===== src/rtl/lsu_pkg.sv =====
package lsu_pkg;

   localparam int unsigned LANE_W     = 8;
   localparam int unsigned WORD_LANES = 4;
   localparam int unsigned WORD_W     = LANE_W * WORD_LANES;
   localparam int unsigned OFFS_W     = $clog2(WORD_LANES);

   typedef enum logic [1:0] {
      SZ_BYTE = 2'b00,
      SZ_HALF = 2'b01,
      SZ_WORD = 2'b10,
      SZ_RSVD = 2'b11
   } acc_size_e;

endpackage


===== src/rtl/lsu_lane_map.sv =====
module lsu_lane_map
   import lsu_pkg::*;
#(
   parameter bit BIG_ENDIAN = 1'b0
) (
   input  logic [OFFS_W-1:0]     offset,
   input  acc_size_e             size,
   output logic [WORD_LANES-1:0] lane_be,
   output logic [OFFS_W-1:0]     byte_lane,
   output logic                  half_upper,
   output logic                  fault
);

   generate
      if (BIG_ENDIAN) begin : g_big
         assign byte_lane  = ~offset;
         assign half_upper = ~offset[1];
      end else begin : g_little
         assign byte_lane  = offset;
         assign half_upper = offset[1];
      end
   endgenerate

   always_comb begin
      lane_be = '0;
      fault   = 1'b0;
      unique case (size)
         SZ_BYTE: lane_be = WORD_LANES'(1) << byte_lane;
         SZ_HALF: begin
            if (offset[0]) fault = 1'b1;
            else           lane_be = half_upper ? 4'b1100 : 4'b0011;
         end
         SZ_WORD: begin
            if (offset != '0) fault = 1'b1;
            else              lane_be = '1;
         end
         default: fault = 1'b1;
      endcase
   end

endmodule


===== src/rtl/lsu_store_align.sv =====
module lsu_store_align
   import lsu_pkg::*;
(
   input  acc_size_e         size,
   input  logic [WORD_W-1:0] wr_data,
   output logic [WORD_W-1:0] lane_data
);

   for (genvar i = 0; i < WORD_LANES; i++) begin : g_lane
      logic [LANE_W-1:0] pick;
      always_comb begin
         unique case (size)
            SZ_BYTE: pick = wr_data[LANE_W-1:0];
            SZ_HALF: pick = wr_data[LANE_W*(i%2) +: LANE_W];
            default: pick = wr_data[LANE_W*i +: LANE_W];
         endcase
      end
      assign lane_data[LANE_W*i +: LANE_W] = pick;
   end

endmodule


===== src/rtl/lsu_load_extract.sv =====
module lsu_load_extract
   import lsu_pkg::*;
(
   input  logic [WORD_W-1:0] rdata,
   input  acc_size_e         size,
   input  logic              zero_ext,
   input  logic [OFFS_W-1:0] byte_lane,
   input  logic              half_upper,
   input  logic              fault,
   output logic [WORD_W-1:0] value
);

   localparam int unsigned HALF_W = 2 * LANE_W;

   logic [LANE_W-1:0] sel_byte;
   logic [HALF_W-1:0] sel_half;
   logic              fill;

   assign sel_byte = rdata[LANE_W*byte_lane +: LANE_W];
   assign sel_half = half_upper ? rdata[WORD_W-1 -: HALF_W] : rdata[HALF_W-1:0];

   always_comb begin
      fill  = 1'b0;
      value = '0;
      if (!fault) begin
         unique case (size)
            SZ_BYTE: begin
               fill  = ~zero_ext & sel_byte[LANE_W-1];
               value = {{(WORD_W-LANE_W){fill}}, sel_byte};
            end
            SZ_HALF: begin
               fill  = ~zero_ext & sel_half[HALF_W-1];
               value = {{(WORD_W-HALF_W){fill}}, sel_half};
            end
            SZ_WORD: value = rdata;
            default: value = '0;
         endcase
      end
   end

endmodule


===== src/rtl/lsu_lane_unit.sv =====
module lsu_lane_unit
   import lsu_pkg::*;
#(
   parameter int unsigned ADDR_W     = 32,
   parameter bit          BIG_ENDIAN = 1'b0
) (
   input  logic [ADDR_W-1:0] acc_addr,
   input  logic [1:0]        acc_size,
   input  logic              acc_unsigned,
   input  logic [31:0]       wr_data,
   input  logic [31:0]       mem_rdata,
   output logic [ADDR_W-1:0] mem_addr,
   output logic [3:0]        mem_be,
   output logic [31:0]       mem_wdata,
   output logic [31:0]       rd_value,
   output logic              misalign
);

   generate
      if (ADDR_W <= OFFS_W) begin : g_bad_addr_w
         $error("lsu_lane_unit: ADDR_W must exceed the lane offset width");
      end
      if (WORD_W != 32) begin : g_bad_word_w
         $error("lsu_lane_unit: the data path is built for 32-bit words");
      end
   endgenerate

   acc_size_e             size;
   logic [OFFS_W-1:0]     offs;
   logic [WORD_LANES-1:0] lane_be;
   logic [OFFS_W-1:0]     byte_lane;
   logic                  half_upper;
   logic                  fault;

   assign size     = acc_size_e'(acc_size);
   assign offs     = acc_addr[OFFS_W-1:0];
   assign mem_addr = {acc_addr[ADDR_W-1:OFFS_W], {OFFS_W{1'b0}}};
   assign mem_be   = lane_be;
   assign misalign = fault;

   lsu_lane_map #(.BIG_ENDIAN(BIG_ENDIAN)) u_map (
      .offset     (offs),
      .size       (size),
      .lane_be    (lane_be),
      .byte_lane  (byte_lane),
      .half_upper (half_upper),
      .fault      (fault)
   );

   lsu_store_align u_store (
      .size      (size),
      .wr_data   (wr_data),
      .lane_data (mem_wdata)
   );

   lsu_load_extract u_load (
      .rdata      (mem_rdata),
      .size       (size),
      .zero_ext   (acc_unsigned),
      .byte_lane  (byte_lane),
      .half_upper (half_upper),
      .fault      (fault),
      .value      (rd_value)
   );

endmodule


===== config.mk =====
export PLATFORM = sky130hd
export DESIGN_NAME = lsu_lane_unit
export DESIGN_NICKNAME = d
export VERILOG_FILES = /design/src/rtl/lsu_pkg.sv /design/src/rtl/lsu_lane_map.sv /design/src/rtl/lsu_store_align.sv /design/src/rtl/lsu_load_extract.sv /design/src/rtl/lsu_lane_unit.sv
export SDC_FILE = /design/constraint.sdc
export NUM_CORES = 1
export LEC_CHECK = 0
export BUFFER_PORTS_ARGS = -buffer_cell sky130_fd_sc_hd__buf_2
export CORE_AREA = 2 2 78 80
export DETAILED_ROUTE_END_ITERATION = 16
export DIE_AREA = 0 0 80 82
export PLACE_DENSITY = 0.73
export REMOVE_ABC_BUFFERS = 1
export SETUP_SLACK_MARGIN = 0.02
export SLEW_MARGIN = 20
export SYNTH_ARGS = -nofsm -noshare
export SYNTH_HDL_FRONTEND = slang
export SYNTH_SLANG_ARGS = --single-unit

===== constraint.sdc =====
create_clock -name vclk -period 1.4
set_clock_uncertainty 0.1 [all_clocks]
set_input_delay 0.21 -clock vclk [all_inputs]
set_output_delay 0.21 -clock vclk [all_outputs]
set_load 0.02 [all_outputs]

======== After elaboration in Yosys (flattened, before gate mapping) ========
Cells that the tools add are included.
storage, ports and cells
  bits in registers ....................... 0
  input port bits ......................... 99
  output and inout bits ................... 101
  logic and storage cells ................. 23
operators by class
  equal/unequal tests ..................... 2
  shift operators ......................... 2
  multiplexer cells ....................... 13
  bitwise gates (word level) .............. 3
  reduce and logical (&&, ||, !) cells .... 3
operator list
  cell                   count
  $pmux W32 S3           1
  $mux W32               1
  $shiftx A32 B6 Y8      1
  $mux W16               1
  $mux W8                2
  $pmux W8 S2            1
  $mux W4                3
  $pmux W4 S3            1
  $shl A1 B2 Y4 const A  1
  $pmux W1 S3            1
  $and A1 B1 Y1          2
  $eq A2 B1 Y1 const B   1
  $eq A2 B2 Y1 const B   1
  $logic_not A2 Y1       1
  $mux W1                2
  $reduce_bool A2 Y1     1
  $reduce_or A2 Y1       1
  $not A1 Y1             1

======== Longest topological paths before layout ========
Gate-level depths: netlist (run 1).
  word-level depth ........................ 4
  gate-level depth with buffers ........... 6
  gate-level depth less buffers ........... 3

======== Hierarchy ========
Synthesis (run 1) repeated with hierarchy kept, for this count alone.
second synthesis, totals
  cell total of the unflattened synthesis .. 237
  area, all modules ....................... 1,805.5 µm²
modules (own cells, without submodules)
  module            times used  cells an instance  area an instance (µm²)  seq. area each (µm²)
  lsu_load_extract  1           132                958.4                   0.0
  lsu_store_align   1           53                 464.2                   0.0
  lsu_lane_unit     1           33                 244.0                   0.0
  lsu_lane_map      1           19                 138.9                   0.0

======== Worst setup path after synthesis (run 1) ========
No wires, ideal clock.
  kind .................................... in2out
  start point ............................. input port acc_size[0]
  end point ............................... output port rd_value[0]
  arrival time ............................ 1,480 ps
  slack ................................... -390 ps
  stages on the path ...................... 4
  path through ............................ buf_2 buf_4 a211oi_2 a221o_1
on the way
  longest elaborated chain between the ends .. 3
ends and longest elaborated chain
  element                                             line                                        RTL
  start, declared                                     lsu_lane_unit.sv:8                          input logic [1:0] acc_size,
  $eq A2 B2 Y1 (tied with other cells)                lsu_lane_map.sv:27, lsu_load_extract.sv:26
  $pmux W32 S3 / $pmux W1 S3 (equally long branches)  lsu_load_extract.sv:26, lsu_lane_map.sv:27
  $mux W32 (*)                                        lsu_load_extract.sv:25                      if (!fault) begin
  end, declared                                       lsu_lane_unit.sv:15                         output logic [31:0] rd_value,
Mark *: on every way between the ends. The rest lies on a longest branch, timed or not.

======== Worst setup path in the final report (run 1) ========
  start point ............................. input port acc_addr[1]
  end point ............................... output port rd_value[25]
on the way
  longest elaborated chain between the ends .. 4
ends and longest elaborated chain
  element                                             line                                        RTL
  start, declared                                     lsu_lane_unit.sv:7                          input logic [ADDR_W-1:0] acc_addr,
  $shiftx A32 B6 Y8 (tied with other cells)           lsu_load_extract.sv:19                      assign sel_byte = rdata[LANE_W*byte_lane +: LANE_W];
  $and A1 B1 Y1 (tied with other cells)               lsu_load_extract.sv:28                      fill = ~zero_ext & sel_byte[LANE_W-1];
  $pmux W32 S3 / $pmux W1 S3 (equally long branches)  lsu_load_extract.sv:26, lsu_lane_map.sv:27
  $mux W32 (*)                                        lsu_load_extract.sv:25
Marked as above.

==> flow_metrics.env, run 1 <==
export IMPL_cp_top_family="buffers and inverters"
export IMPL_fin_ws_ns=-0.305
export IMPL_yosys_warnings=0
export IMPL_regArea_um2=0
export IMPL_end_kind="output port"
export IMPL_drtIter0Drc=96
export IMPL_viasPerCell=5.24
export IMPL_fin_crit_ns=1.70
export IMPL_die_h_um=82
export IMPL_finalCritPeriodShare_pct=122
export IMPL_pin_count=200
export IMPL_worstPathMaxFanout=6
export IMPL_start_util_pct=24.8
export IMPL_power_density_mw_per_mm2=404
export IMPL_core_area_mm2=0.00575
export IMPL_vias=2065
export IMPL_multiInputGateArea_mm2=0.00134
export IMPL_ys_seq_area_share_pct=0
export IMPL_netlist_instances=197
export IMPL_cp_start_kind="input port"
export IMPL_crit_top_cell="buf_12"
export IMPL_crit_arrival_ns=1.39
export IMPL_violations="setup timing"
export IMPL_critPathMaxStageDelay_ns=0.32
export IMPL_hold_viol=0
export IMPL_num_nets_final=420
export IMPL_flops_and_latches=0
export IMPL_required_ns=1.09
export IMPL_rsz0062_at_grt="true"
export IMPL_hold_buffers=0
export IMPL_path_class="in -> out"
export IMPL_hpwl_mm=5.25
export IMPL_synth_area_mm2=0.00143
export IMPL_die_w_um=80
export IMPL_grt_max_degree=27
export IMPL_port_buffers=138
export IMPL_slew_violations=0
export IMPL_wl_per_cell_um=20.4
export IMPL_gp_congestion=0.758
export IMPL_vdd_ir_drop_max_uv=179
export IMPL_diodes=0
export IMPL_place_area_mm2=0.00201
export IMPL_dr_pass1_iters=5
export IMPL_crit_buf_inv=4
export IMPL_grt_pass1_vias=1930
export IMPL_synth_avg_cell_area_um2=7.25
export IMPL_grtUsageTotal_pct=20.3
export IMPL_layout_drive_gt1_share_pct=76.2
export IMPL_die_area_mm2=0.00656
export IMPL_leakage_nw=1.40
export IMPL_crit_chain="buf_12 > mux2_4 > a32oi_4 > buf_12 > buf_12 > a31oi_1 > buf_2"
export IMPL_slowest_stage="mux2_4"
export IMPL_areaGrowthSynthToFinish_pct=106
export IMPL_synth_cell_types=29
export IMPL_finalWirelength_mm=8.02
export IMPL_gr_total_overflow=0
export IMPL_rows=28
export IMPL_ant_nets=0
export IMPL_finalInstanceArea_mm2=0.00294
export IMPL_fin_total_pwr_mw=1.19
export IMPL_grt_pass1_wl_mm=10.2
export IMPL_drcViolationCount=0
export IMPL_setup_viol_count_final=44
export IMPL_status="finished, violations left"
export IMPL_maxCapViolations=0
export IMPL_max_freq_ghz=0.587
export IMPL_hp_class="in -> out"
export IMPL_nClkBuffers=0
export IMPL_fillCellCount=505
export IMPL_antenna_found_initial=0
metrics by stage:
step                      utilization [%]  TNS, ns  cells  hold WS [ns]  worst slack, ns
after global placement               35.0   -13.56    374         0.320           -0.363
after CTS                            44.9    -9.03    384         0.320           -0.310
after global routing                 51.2   -10.88    394         0.320           -0.329
after detailed placement             35.0   -14.52    374         0.320           -0.417
after floorplan                         -   -15.99    139         0.320           -0.650
final                                51.2    -9.53    394         0.320           -0.305
report_power, final:
group / switching, mW / internal, mW
sequential: 0 / 0
combinational: 0.586 / 0.602
clock: 0 / 0
what timing repair did:
action | CTS | global route
buffers inserted | 3 | 9
pin swaps | 7 | 8
gates resized for setup | 109 | 67
setup endpoints to repair | 60 | 52
gates cloned | 7 | 2
cells in the mapped netlist (all sizes together), types with 2 or more instances:
library cell   n  area, um2
a22oi          9       67.6
nand2         26       97.6
nand3          2       10.0
o21ai         10       50.0
mux2i          8       80.1
nor2           4       17.5
a221o          7       70.1
a21oi         12       63.8
clkbuf         3       11.3
mux2          25        289
a31oi         17        106
nor2b          9       56.3
buf           56        414
cell type report:
class | instances | share of cell area, %
well taps | 75 | 3.19
repair buffers | 180 | 51.2
inverters | 1 | 0.128
multi-input cells | 138 | 45.5
layer usage:
metal  share of wire, %  track usage, %  vias to the layer above
met4               0.32           0.678                        2
met5               0.50            5.83                        -
met1                 38            24.0                      976
met3                 11            8.79                        6
li1                   -               -                      928
met2                 50            35.3                      153
placed cells by master, fill, tap and decap left out, types with 2 or more instances in the layout:
cell / instances
buf_8: 5
buf_6: 38
buf_16: 3
nor2b_1: 2
nor2_4: 3
o21ai_4: 2
nand2_1: 26
a31oi_1: 7
mux2_4: 17
a21oi_4: 2
a21oi_1: 4
o21ai_0: 3
a21oi_2: 6
conb_1: 2
buf_4: 27
a221o_1: 7
a22oi_1: 9
nor2b_4: 7
a31oi_4: 6
a31oi_2: 4
nand3_1: 2
buf_2: 96
o21ai_1: 5
mux2i_1: 7
buf_12: 9
mux2_2: 8
cells by family (layout without fill, tap and decap cells):
kind of cell	count (synthesis)	in the layout	share of synthesized area, %
AO/OA/AOI/OAI	58	58	28.5
buffers and inverters	60	181	30.1
multiplexers	33	33	25.9
other	1	2	0.263
AND/OR/NAND/NOR	45	45	15.3
path summary, 6_finish.rpt:
path          from      endpoint  slack, ns  cells past startpoint
min   acc_addr[14]  mem_addr[14]       0.32                      0
max    acc_addr[1]  rd_value[25]      -0.30                      7
Power figures use the tool's default switching activity.
==> inputs of run 2 (changes only) <==
- SETUP_SLACK_MARGIN: 0.02 -> unset
==> run 2 against run 1 <==
Compared with the run above: the run still ends with setup timing left; wire length is 1.5% lower; die area is the same; worst hold slack barely moved; largest cell class unchanged; via count hardly changed; critical path depth is the same; critical path type unchanged; maximum frequency is 0.15% lower; core utilization fell by 0.68 points; largest power group unchanged; sequential share of layout area stayed put.
==> flow_metrics.env, run 2 (same netlist as run 1, synthesis figures left out) <==
export IMPL_path_depth=7
export IMPL_vias=2064
export IMPL_leakage_nw=1.39
export IMPL_die_area_mm2=0.00656
export IMPL_hpwl_mm=5.25
export IMPL_dp_cells=374
export IMPL_layout_common_cells="buf_2 (98), buf_6 (39), nand2_1 (26)"
export IMPL_required_ns=1.09
export IMPL_die_w_um=80
export IMPL_finalCritPeriodShare_pct=122
export IMPL_crit_top_cell="buf_12"
export IMPL_rsz0062_at_grt="true"
export IMPL_flops_and_latches=0
export IMPL_drcViolationCount=0
export IMPL_fin_crit_ns=1.71
export IMPL_num_nets_final=415
export IMPL_final_util_pct=50.5
export IMPL_end_kind="output port"
export IMPL_grt_pass1_vias=1930
export IMPL_max_freq_ghz=0.586
export IMPL_layout_commonest_cell="buf_2"
export IMPL_maxCapViolations=0
export IMPL_cp_top_family="buffers and inverters"
export IMPL_stdcell_count=389
export IMPL_layout_drive_gt1_share_pct=75.8
export IMPL_antenna_found_initial=0
export IMPL_areaGrowthSynthToFinish_pct=103
export IMPL_nClkBuffers=0
export IMPL_path_class="in -> out"
export IMPL_port_buffers=138
export IMPL_rows=28
export IMPL_worstPathMaxFanout=6
export IMPL_gp_congestion=0.758
export IMPL_critPathMaxStageDelay_ns=0.32
export IMPL_viasPerCell=5.31
export IMPL_status="finished, violations left"
export IMPL_crit_chain="buf_12 > mux2_4 > a32oi_4 > buf_12 > buf_12 > a31oi_1 > buf_2"
export IMPL_core_area_mm2=0.00575
export IMPL_finalWirelength_mm=7.90
export IMPL_crit_arrival_ns=1.40
export IMPL_hp_class="in -> out"
export IMPL_cp_start_kind="input port"
export IMPL_slowest_stage="mux2_4"
export IMPL_crit_start="acc_addr[1]"
export IMPL_grtUsageTotal_pct=20.4
export IMPL_grt_max_degree=27
export IMPL_hold_viol=0
export IMPL_diodes=0
export IMPL_setup_viol_count_final=43
export IMPL_fillCellCount=513
export IMPL_fin_ws_ns=-0.307
export IMPL_fin_total_pwr_mw=1.17
export IMPL_grt_pass1_wl_mm=10.2
export IMPL_start_util_pct=24.8
export IMPL_slew_violations=0
export IMPL_drtIter0Drc=81
export IMPL_power_density_mw_per_mm2=404
export IMPL_ant_nets=0
export IMPL_violations="setup timing"
export IMPL_wl_per_cell_um=20.3
export IMPL_critical_path_endpoint="rd_value[25]"
export IMPL_die_h_um=82
export IMPL_hold_buffers=0
export IMPL_crit_buf_inv=4
export IMPL_regArea_um2=0
export IMPL_dr_pass1_iters=6
export IMPL_tns_ns=-9.45
export IMPL_vdd_ir_drop_max_uv=181
export IMPL_gr_total_overflow=0
export IMPL_pin_count=200
## run 2: final cells by class
cell class                 instances  area [um2]  share of cell area, %
timing repair buffer             175        1470                   50.5
multi-input combinational        138        1340                   46.2
tap                               75        93.8                   3.23
inverter                           1        3.75                  0.129
## run 2: worst min path at each step
stage | start | to | slack [ns] | cells after the start
2_1_floorplan | acc_addr[10] | mem_addr[10] | 0.32 | 0
3_3_place_gp | acc_addr[23] | mem_addr[23] | 0.32 | 0
3_5_place_dp | acc_addr[23] | mem_addr[23] | 0.32 | 0
4_1_cts | acc_addr[23] | mem_addr[23] | 0.32 | 0
5_1_grt | acc_addr[23] | mem_addr[23] | 0.32 | 0
6_report | acc_addr[14] | mem_addr[14] | 0.32 | 0
## run 2: layer usage
layer,global-route usage (%),share of wire (%),vias up
li1,-,-,915
met1,24.4,38,990
met2,35.2,50,157
met3,8.79,12,2
met4,0.678,0.27,0
met5,5.83,0,-
## run 2: report_power, final
part / leakage (nW) / internal (mW) / switching, mW / total [mW]
combinational: 1.39 / 0.593 / 0.581 / 1.17
clock: 0 / 0 / 0 / 0
sequential: 0 / 0 / 0 / 0
## run 2: repair_timing
item,CTS,global route
cloned,7,2
setup endpoints to repair,56,56
setup buffers,3,4
pin swaps,6,9
resized for setup,106,66
## run 2: per-stage QoR
step | area [um2] | hold slack, ns | worst slack, ns
after global routing | 2900 | 0.320 | -0.333
after global placement | 2010 | 0.320 | -0.363
after CTS | 2570 | 0.320 | -0.310
after floorplan | 1010 | 0.320 | -0.650
after detailed placement | 2010 | 0.320 | -0.417
final | 2900 | 0.320 | -0.307
